**src/rtl/adc_seq_pkg.sv**
```systemverilog
package adc_seq_pkg;

  typedef enum logic [2:0] {
    ST_IDLE,
    ST_RO_RD,
    ST_WR_LOW,
    ST_WR_WAIT,
    ST_RD_LOW,
    ST_REC
  } seq_st_e;

  function automatic int unsigned ns2cyc(int unsigned ns, int unsigned per);
    return (ns + per - 1) / per;
  endfunction

  function automatic int unsigned umax(int unsigned a, int unsigned b);
    return (a > b) ? a : b;
  endfunction

endpackage

```
**src/rtl/adc_seq_sync.sv**
```systemverilog
module adc_seq_sync #(
  parameter int unsigned    W       = 2,
  parameter int unsigned    STAGES  = 2,
  parameter logic [W-1:0]   RST_VAL = '1
) (
  input  logic         clk_i,
  input  logic         rst_ni,
  input  logic [W-1:0] d_i,
  output logic [W-1:0] q_o
);

  if (STAGES <= 1) begin : g_one
    logic [W-1:0] s_q;
    always_ff @(posedge clk_i or negedge rst_ni) begin
      if (!rst_ni) s_q <= RST_VAL;
      else         s_q <= d_i;
    end
    assign q_o = s_q;
  end else begin : g_chain
    logic [STAGES-1:0][W-1:0] s_q;
    always_ff @(posedge clk_i or negedge rst_ni) begin
      if (!rst_ni) s_q <= {STAGES{RST_VAL}};
      else         s_q <= {s_q[STAGES-2:0], d_i};
    end
    assign q_o = s_q[STAGES-1];
  end

endmodule

```
**src/rtl/adc_seq_timer.sv**
```systemverilog
module adc_seq_timer #(
  parameter int unsigned CW = 9
) (
  input  logic          clk_i,
  input  logic          rst_ni,
  input  logic          clr_i,
  output logic [CW-1:0] cnt_o
);

  logic [CW-1:0] cnt_q;

  // saturating phase counter, restarted on every phase change
  always_ff @(posedge clk_i or negedge rst_ni) begin
    if (!rst_ni)     cnt_q <= '0;
    else if (clr_i)  cnt_q <= '0;
    else if (!(&cnt_q)) cnt_q <= cnt_q + 1'b1;
  end

  assign cnt_o = cnt_q;

endmodule

```
**src/rtl/adc_seq_ctrl.sv**
```systemverilog
module adc_seq_ctrl
  import adc_seq_pkg::*;
#(
  parameter int unsigned CW      = 9,
  parameter int unsigned WR_CYC  = 75,
  parameter int unsigned GAP_CYC = 75,
  parameter int unsigned RD_CYC  = 200,
  parameter int unsigned ACC_CYC = 25,
  parameter int unsigned REC_CYC = 13,
  parameter int unsigned TMO_CYC = 400
) (
  input  logic          clk_i,
  input  logic          rst_ni,
  input  logic          start_i,
  input  logic          mode_i,
  input  logic          irq_wait_i,
  input  logic          int_ni,
  input  logic          rdy_i,
  input  logic [CW-1:0] cnt_i,
  output logic          clr_o,
  output logic          lat_o,
  output logic          lat_err_o,
  output logic          ro_o,
  output logic          busy_o,
  output logic          cs_no,
  output logic          wr_no,
  output logic          rd_no
);

  localparam logic [CW-1:0] WR_LAST  = CW'(WR_CYC - 1);
  localparam logic [CW-1:0] GAP_LAST = CW'(GAP_CYC - 1);
  localparam logic [CW-1:0] RD_LAST  = CW'(RD_CYC - 1);
  localparam logic [CW-1:0] ACC_LAST = CW'(ACC_CYC - 1);
  localparam logic [CW-1:0] REC_LAST = CW'(REC_CYC - 1);
  localparam logic [CW-1:0] TMO_LAST = CW'(TMO_CYC - 1);

  seq_st_e state_q, state_d;
  logic    mode_q, irq_q, pend_q;
  logic    set_pend;
  logic    cs_q, wr_q, rd_q;
  logic    tmo_hit;

  assign tmo_hit = (cnt_i >= TMO_LAST);

  always_comb begin
    state_d   = state_q;
    clr_o     = 1'b0;
    lat_o     = 1'b0;
    lat_err_o = 1'b0;
    set_pend  = 1'b0;
    unique case (state_q)
      ST_IDLE: begin
        if (start_i) begin
          state_d = mode_i ? ST_WR_LOW : ST_RO_RD;
          clr_o   = 1'b1;
        end
      end
      ST_RO_RD: begin
        if (rdy_i && (!int_ni || cnt_i >= RD_LAST)) begin
          lat_o   = 1'b1;
          state_d = ST_REC;
          clr_o   = 1'b1;
        end else if (tmo_hit) begin
          lat_o     = 1'b1;
          lat_err_o = 1'b1;
          state_d   = ST_REC;
          clr_o     = 1'b1;
        end
      end
      ST_WR_LOW: begin
        if (cnt_i >= WR_LAST) begin
          state_d = ST_WR_WAIT;
          clr_o   = 1'b1;
        end
      end
      ST_WR_WAIT: begin
        if (cnt_i >= GAP_LAST && (!irq_q || !int_ni)) begin
          state_d = ST_RD_LOW;
          clr_o   = 1'b1;
        end else if (irq_q && tmo_hit) begin
          set_pend = 1'b1;
          state_d  = ST_RD_LOW;
          clr_o    = 1'b1;
        end
      end
      ST_RD_LOW: begin
        if (cnt_i >= ACC_LAST) begin
          lat_o     = 1'b1;
          lat_err_o = pend_q;
          state_d   = ST_REC;
          clr_o     = 1'b1;
        end
      end
      ST_REC: begin
        if (cnt_i >= REC_LAST) begin
          state_d = ST_IDLE;
          clr_o   = 1'b1;
        end
      end
      default: begin
        state_d = ST_IDLE;
        clr_o   = 1'b1;
      end
    endcase
  end

  always_ff @(posedge clk_i or negedge rst_ni) begin
    if (!rst_ni) begin
      state_q <= ST_IDLE;
      mode_q  <= 1'b0;
      irq_q   <= 1'b0;
      pend_q  <= 1'b0;
    end else begin
      state_q <= state_d;
      if (state_q == ST_IDLE && start_i) begin
        mode_q <= mode_i;
        irq_q  <= irq_wait_i;
        pend_q <= 1'b0;
      end else if (set_pend) begin
        pend_q <= 1'b1;
      end
    end
  end

  // strobes registered from the next-state decode: glitch-free pins, no added latency
  always_ff @(posedge clk_i or negedge rst_ni) begin
    if (!rst_ni) begin
      cs_q <= 1'b1;
      wr_q <= 1'b1;
      rd_q <= 1'b1;
    end else begin
      cs_q <= !(state_d inside {ST_RO_RD, ST_WR_LOW, ST_WR_WAIT, ST_RD_LOW});
      wr_q <= !(state_d == ST_WR_LOW);
      rd_q <= !(state_d inside {ST_RO_RD, ST_RD_LOW});
    end
  end

  assign cs_no  = cs_q;
  assign wr_no  = wr_q;
  assign rd_no  = rd_q;
  assign busy_o = (state_q != ST_IDLE);
  assign ro_o   = !mode_q;

  AST_START_IGNORED: assert property (@(posedge clk_i) disable iff (!rst_ni)
    (busy_o && start_i && state_q != ST_REC) |=> busy_o);

  AST_RO_NO_WRITE: assert property (@(posedge clk_i) disable iff (!rst_ni)
    (ro_o && busy_o) |-> wr_no);

endmodule

```
**src/rtl/adc_seq_capture.sv**
```systemverilog
module adc_seq_capture #(
  parameter int unsigned DW = 8
) (
  input  logic          clk_i,
  input  logic          rst_ni,
  input  logic          lat_i,
  input  logic          lat_err_i,
  input  logic          ro_i,
  input  logic          rdy_i,
  input  logic [DW-1:0] db_i,
  output logic [DW-1:0] data_o,
  output logic          valid_o,
  output logic          err_o
);

  logic [DW-1:0] data_q;
  logic          valid_q, err_q;

  always_ff @(posedge clk_i or negedge rst_ni) begin
    if (!rst_ni) begin
      data_q  <= '0;
      valid_q <= 1'b0;
      err_q   <= 1'b0;
    end else begin
      valid_q <= lat_i;
      err_q   <= lat_i && lat_err_i;
      if (lat_i) data_q <= db_i;
    end
  end

  assign data_o  = data_q;
  assign valid_o = valid_q;
  assign err_o   = err_q;

  AST_NO_LATCH_BUSY: assert property (@(posedge clk_i) disable iff (!rst_ni)
    (lat_i && ro_i && !rdy_i) |-> lat_err_i);

  AST_VALID_PULSE: assert property (@(posedge clk_i) disable iff (!rst_ni)
    valid_o |=> !valid_o);

  AST_ERR_WITH_VALID: assert property (@(posedge clk_i) disable iff (!rst_ni)
    err_o |-> valid_o);

  AST_DATA_HELD: assert property (@(posedge clk_i) disable iff (!rst_ni)
    !lat_i |=> $stable(data_o));

endmodule

```
**src/rtl/adc_seq.sv**
```systemverilog
module adc_seq
  import adc_seq_pkg::*;
#(
  parameter int unsigned CLK_NS      = 8,
  parameter int unsigned T_RD_NS     = 1600,
  parameter int unsigned T_WR_NS     = 600,
  parameter int unsigned T_GAP_NS    = 600,
  parameter int unsigned T_ACC_NS    = 200,
  parameter int unsigned T_REC_NS    = 100,
  parameter int unsigned TMO_CYC     = 400,
  parameter int unsigned SYNC_STAGES = 2
) (
  input  logic       clk_i,
  input  logic       rst_ni,
  input  logic       mode_i,
  input  logic       irq_wait_i,
  input  logic       start_i,
  output logic       busy_o,
  output logic [7:0] data_o,
  output logic       valid_o,
  output logic       err_o,
  output logic       adc_cs_no,
  output logic       adc_wr_no,
  output logic       adc_rd_no,
  input  logic       adc_int_ni,
  input  logic       adc_rdy_i,
  input  logic [7:0] adc_db_i
);

  localparam int unsigned WR_CYC  = umax(1, ns2cyc(T_WR_NS, CLK_NS));
  localparam int unsigned GAP_CYC = umax(1, ns2cyc(T_GAP_NS, CLK_NS));
  localparam int unsigned RD_CYC  = umax(1, ns2cyc(T_RD_NS, CLK_NS));
  localparam int unsigned ACC_CYC = umax(1, ns2cyc(T_ACC_NS, CLK_NS));
  localparam int unsigned REC_CYC = umax(1, ns2cyc(T_REC_NS, CLK_NS));
  localparam int unsigned MAX_CYC = umax(umax(umax(WR_CYC, GAP_CYC), umax(RD_CYC, ACC_CYC)),
                                         umax(REC_CYC, TMO_CYC));
  localparam int unsigned CW      = $clog2(MAX_CYC + 2);

  logic [1:0]    sync_q;
  logic          int_s, rdy_s;
  logic          clr, lat, lat_err, ro;
  logic [CW-1:0] cnt;

  adc_seq_sync #(
    .W      (2),
    .STAGES (SYNC_STAGES),
    .RST_VAL(2'b11)
  ) u_sync (
    .clk_i (clk_i),
    .rst_ni(rst_ni),
    .d_i   ({adc_int_ni, adc_rdy_i}),
    .q_o   (sync_q)
  );

  assign int_s = sync_q[1];
  assign rdy_s = sync_q[0];

  adc_seq_timer #(.CW(CW)) u_timer (
    .clk_i (clk_i),
    .rst_ni(rst_ni),
    .clr_i (clr),
    .cnt_o (cnt)
  );

  adc_seq_ctrl #(
    .CW     (CW),
    .WR_CYC (WR_CYC),
    .GAP_CYC(GAP_CYC),
    .RD_CYC (RD_CYC),
    .ACC_CYC(ACC_CYC),
    .REC_CYC(REC_CYC),
    .TMO_CYC(TMO_CYC)
  ) u_ctrl (
    .clk_i     (clk_i),
    .rst_ni    (rst_ni),
    .start_i   (start_i),
    .mode_i    (mode_i),
    .irq_wait_i(irq_wait_i),
    .int_ni    (int_s),
    .rdy_i     (rdy_s),
    .cnt_i     (cnt),
    .clr_o     (clr),
    .lat_o     (lat),
    .lat_err_o (lat_err),
    .ro_o      (ro),
    .busy_o    (busy_o),
    .cs_no     (adc_cs_no),
    .wr_no     (adc_wr_no),
    .rd_no     (adc_rd_no)
  );

  adc_seq_capture #(.DW(8)) u_cap (
    .clk_i    (clk_i),
    .rst_ni   (rst_ni),
    .lat_i    (lat),
    .lat_err_i(lat_err),
    .ro_i     (ro),
    .rdy_i    (rdy_s),
    .db_i     (adc_db_i),
    .data_o   (data_o),
    .valid_o  (valid_o),
    .err_o    (err_o)
  );

  // pin-level run-length counters for the timing checks
  logic [CW-1:0] wr_run_q, gap_run_q;

  always_ff @(posedge clk_i or negedge rst_ni) begin
    if (!rst_ni) begin
      wr_run_q  <= '0;
      gap_run_q <= '0;
    end else begin
      wr_run_q  <= !adc_wr_no ? ((&wr_run_q) ? wr_run_q : wr_run_q + 1'b1) : '0;
      gap_run_q <= !adc_wr_no ? '0 : ((&gap_run_q) ? gap_run_q : gap_run_q + 1'b1);
    end
  end

  AST_WR_WIDTH: assert property (@(posedge clk_i) disable iff (!rst_ni)
    $rose(adc_wr_no) |-> (wr_run_q == CW'(WR_CYC)));

  AST_RD_GAP: assert property (@(posedge clk_i) disable iff (!rst_ni)
    ($fell(adc_rd_no) && !ro) |-> (gap_run_q >= CW'(GAP_CYC)));

  AST_CS_COVER: assert property (@(posedge clk_i) disable iff (!rst_ni)
    (!adc_wr_no || !adc_rd_no) |-> !adc_cs_no);

  AST_IDLE_STROBES: assert property (@(posedge clk_i) disable iff (!rst_ni)
    $fell(busy_o) |-> (adc_cs_no && adc_wr_no && adc_rd_no));

endmodule

```
**config.mk**
```make
export PLATFORM = sky130hd
export DESIGN_NAME = adc_seq
export DESIGN_NICKNAME = d
export VERILOG_FILES = /design/src/rtl/adc_seq_pkg.sv /design/src/rtl/adc_seq_sync.sv /design/src/rtl/adc_seq_timer.sv /design/src/rtl/adc_seq_ctrl.sv /design/src/rtl/adc_seq_capture.sv /design/src/rtl/adc_seq.sv
export SDC_FILE = /design/constraint.sdc
export NUM_CORES = 1
export LEC_CHECK = 0
export BUFFER_PORTS_ARGS = -buffer_cell sky130_fd_sc_hd__buf_4
export CORE_MARGIN = 2
export CORE_UTILIZATION = 49
export CTS_CLUSTER_SIZE = 10
export DETAILED_ROUTE_END_ITERATION = 6
export GPL_TIMING_DRIVEN = 0
export PLACE_DENSITY = 0.78
export SYNTH_ARGS = -nofsm -noshare
export SYNTH_HDL_FRONTEND = slang
export SYNTH_SLANG_ARGS = --single-unit
```
**constraint.sdc**
```tcl
create_clock -name clk_i -period 1.9 [get_ports clk_i]
set_input_delay 0.285 -clock clk_i [delete_from_list [all_inputs] [get_ports clk_i]]
set_output_delay 0.285 -clock clk_i [all_outputs]
set_load 0.005 [all_outputs]
```
==> qor.yml <==
run_status:
  status: "finished, violations left"
  violations: "negative setup slack"
global_routing:
  use_met3_pct: 5.67
  grt_util_met1_pct: 22.6
  busiest_layer: "met2"
  grt_pass1_vias: 1151
  grt_pass1_wl_mm: 4.95
  grt_max_degree: 32
  antenna_found_initial: 0
  grt_overflow: 0
  groute.usage.overall_pct: 18.8
  grtUsageMet2_pct: 29.8
synthesis:
  synth_edf_count: 0
  yosysUniqueCellTypes: 47
  dominantRegCellSynth: "dfrtp_1"
  syn_area_um2: 1620
  seq_area_frac_synth_pct: 48.5
  avgSynthCellArea_um2: 11.8
  yosysTopAreaCell: "dfrtp_1"
  syn_nets: 155
  synthCells: 137
  synth_top_cells_by_area: "dfrtp_1 37%, dfstp_2 11%, nor3b_2 7.7%"
  yosysWarnings: 0
  synth_top_cell_area_share_pct: 37.2
  ys_seq_elements: 31
  synthArstFlopShare_pct: 100
setup_path:
  path_cells: "ha_2, a21o_1, a2111oi_4, a2bb2oi_2, and2_4, buf_6, mux2_4"
  cpPeakStageDelay_ns: 0.42
  startpoint_type: "register"
  crit_fanout: 5
  cp_slowest_cell: "dfrtp_1"
  r2r_slack_ns: -0.17
  worst-endpoint-arrival_ns: 2.29
  crit_family: "compound AO/OA/AOI/OAI gates"
  crit_type: "register to register"
  required_ns: 2.12
  cp-end-kind: "register"
  cp_num_buf_inv: 1
pwr:
  power.density_nw_per_um2: 1350
  leakage_nw: 0.943
  vdd_drop_max_mv: 0.913
die:
  boundaryPins: 29
  fp.dieH_um: 61.4
  coreArea_um2: 3100
  initial_core_util_pct: 52.1
  die-width_um: 61.4
  rows: 20
  die-area_um2: 3770
clock_network:
  tritoncts: "yes"
  cts_root_buf: "clkbuf_4"
  clk_latency_ns: 0.33
  cts.clk_slew.worst_paths_ns: 0.09
  h-tree-depth: 2
  clockBufferDepth: 2
  cts.sinks: 31
  numCtsBuffers: 5
layout:
  drive_above_1_share_pct: 48.6
  synthToLayoutAreaGrowth_pct: 31.1
  fin_cells: 225
  final_nets: 198
  mostFrequentLayoutCells: "34 x buf_4, 23 x dfrtp_1, 10 x nor3b_2"
  postLayoutCoreUtil_pct: 68.3
  antenna_cells: 0
  final_common_cell: "buf_4"
  fillerInstances: 243
timing:
  period_minus_slack_ns: 2.07
  rsz0062_at_grt: "yes"
  slew_headroom_pct: 59.0
  fmax_mhz: 484
  slew_viol_final: 0
  final.setup.tns_ns: -2.13
  fin_ws_ns: -0.168
  fin_crit_sh_pct: 109
  finClkSkew_ns: 0.0101
  worst_slew_pin_slew_ns: 0.599
  hold_viol: 0
  finalSetupViolCount: 19
detailed_routing:
  ant_nets: 0
  vias_per_cell: 5.37
  finalWirelength_mm: 3.18
  vias: 1208
  drc: 0
  wl_per_cell_um: 14.1
  drtPass1Iterations: 4
  drt_iter0_markers: 32
hold_path:
  hp-class: "primary input to register"
placement:
  place_congestion: 0.794
  place_ws_ns: -0.296
  portBuffers: 28
  post-dp-hpwl_mm: 2.16
  numPlacedInstances: 209
flow_run:
  cap_violations: 0
-- final timing paths --
path                                       startpoint                    end  cells past startpoint
worst max-delay path                 u_timer.cnt_o[0]        u_cap.data_o[6]                      7
worst min-delay path                       adc_int_ni  u_sync.g_chain.s_q[1]                      1
worst max register to register       u_timer.cnt_o[0]        u_cap.data_o[6]                      7
worst min register to register  u_sync.g_chain.s_q[0]          u_sync.q_o[0]                      0
max in group asynchronous                      rst_ni  u_sync.g_chain.s_q[1]                      2
min in group asynchronous                      rst_ni        u_cap.data_o[7]                      2
-- Yosys cell counts (4+ instances only) --
cell / count
a21oi_1: 6
dfrtp_1: 24
dfstp_2: 7
inv_1: 4
mux2_1: 8
nand2b_1: 4
nor2_1: 6
nor3b_2: 10
xnor2_1: 4
xor2_1: 4
-- state kept, by name (all words and copies together), names as in the netlist, 2 cells and up --
name                cells
u_timer.cnt_o           9
u_ctrl.state_q          3
u_sync.q_o              2
u_cap.data_o            8
u_sync.g_chain.s_q      2
-- cells by family (layout without fill, tap and decap cells) --
| group | after synthesis | after routing | synth area share, % |
|---|---|---|---|
| simple gates | 46 | 46 | 20.7 |
| compound gates | 26 | 26 | 12.9 |
| xor+xnor | 8 | 8 | 4.33 |
| mux | 11 | 11 | 7.51 |
| fa+ha+maj | 3 | 3 | 2.32 |
| flops | 31 | 31 | 48.5 |
| buf+inv | 12 | 56 | 3.71 |
-- power breakdown --
group | internal (mW) | switching, mW
registers | 0.899 | 0.159
logic | 0.696 | 0.576
clock network | 0.311 | 0.221
-- stage by stage --
stage                     power, mW  cell area (µm²)  hold slack, ns
after global placement         2.11             1890           0.225
after global routing           3.07             2120          0.0226
after CTS                      2.83             2080          0.0499
after floorplan                1.76             1620         -0.0106
final                          2.86             2120          0.0613
after detailed placement       2.15             1890           0.233
-- worst register-to-register path, cell delays in order (launching register included) --
cell	delay (ns)
dfrtp_1	0.42
ha_2	0.22
a21o_1	0.19
a2111oi_4	0.33
a2bb2oi_2	0.19
and2_4	0.18
buf_6	0.13
mux2_4	0.30
-- metal layers --
layer  share of wire [%]  vias up
li1                    -      583
met1                  44      574
met2                  48       42
met3                 5.8        9
met4                 2.4        0
met5                   0        -
-- cell type report --
type / instances / area [µm²] / area share [%]
clock buffer: 6 / 51.3 / 2.42
timing repair buffer: 36 / 277 / 13.0
inverter: 5 / 18.8 / 0.885
sequential: 31 / 786 / 37.1
multi-input combinational: 94 / 848 / 40.0
clock inverter: 2 / 35.0 / 1.65
buffer: 7 / 48.8 / 2.30
tap: 44 / 55.1 / 2.60
-- timing repair --
action / CTS / global route
hold buffers: 1 / 0
endpoints found under the setup margin: 21 / 21
hold endpoints to repair: 24 / 0
pin swaps: 2 / 0
setup buffers: 5 / 1
gates resized for setup: 14 / 8
gates cloned: 1 / 0
(Power assumes the default switching activity.)
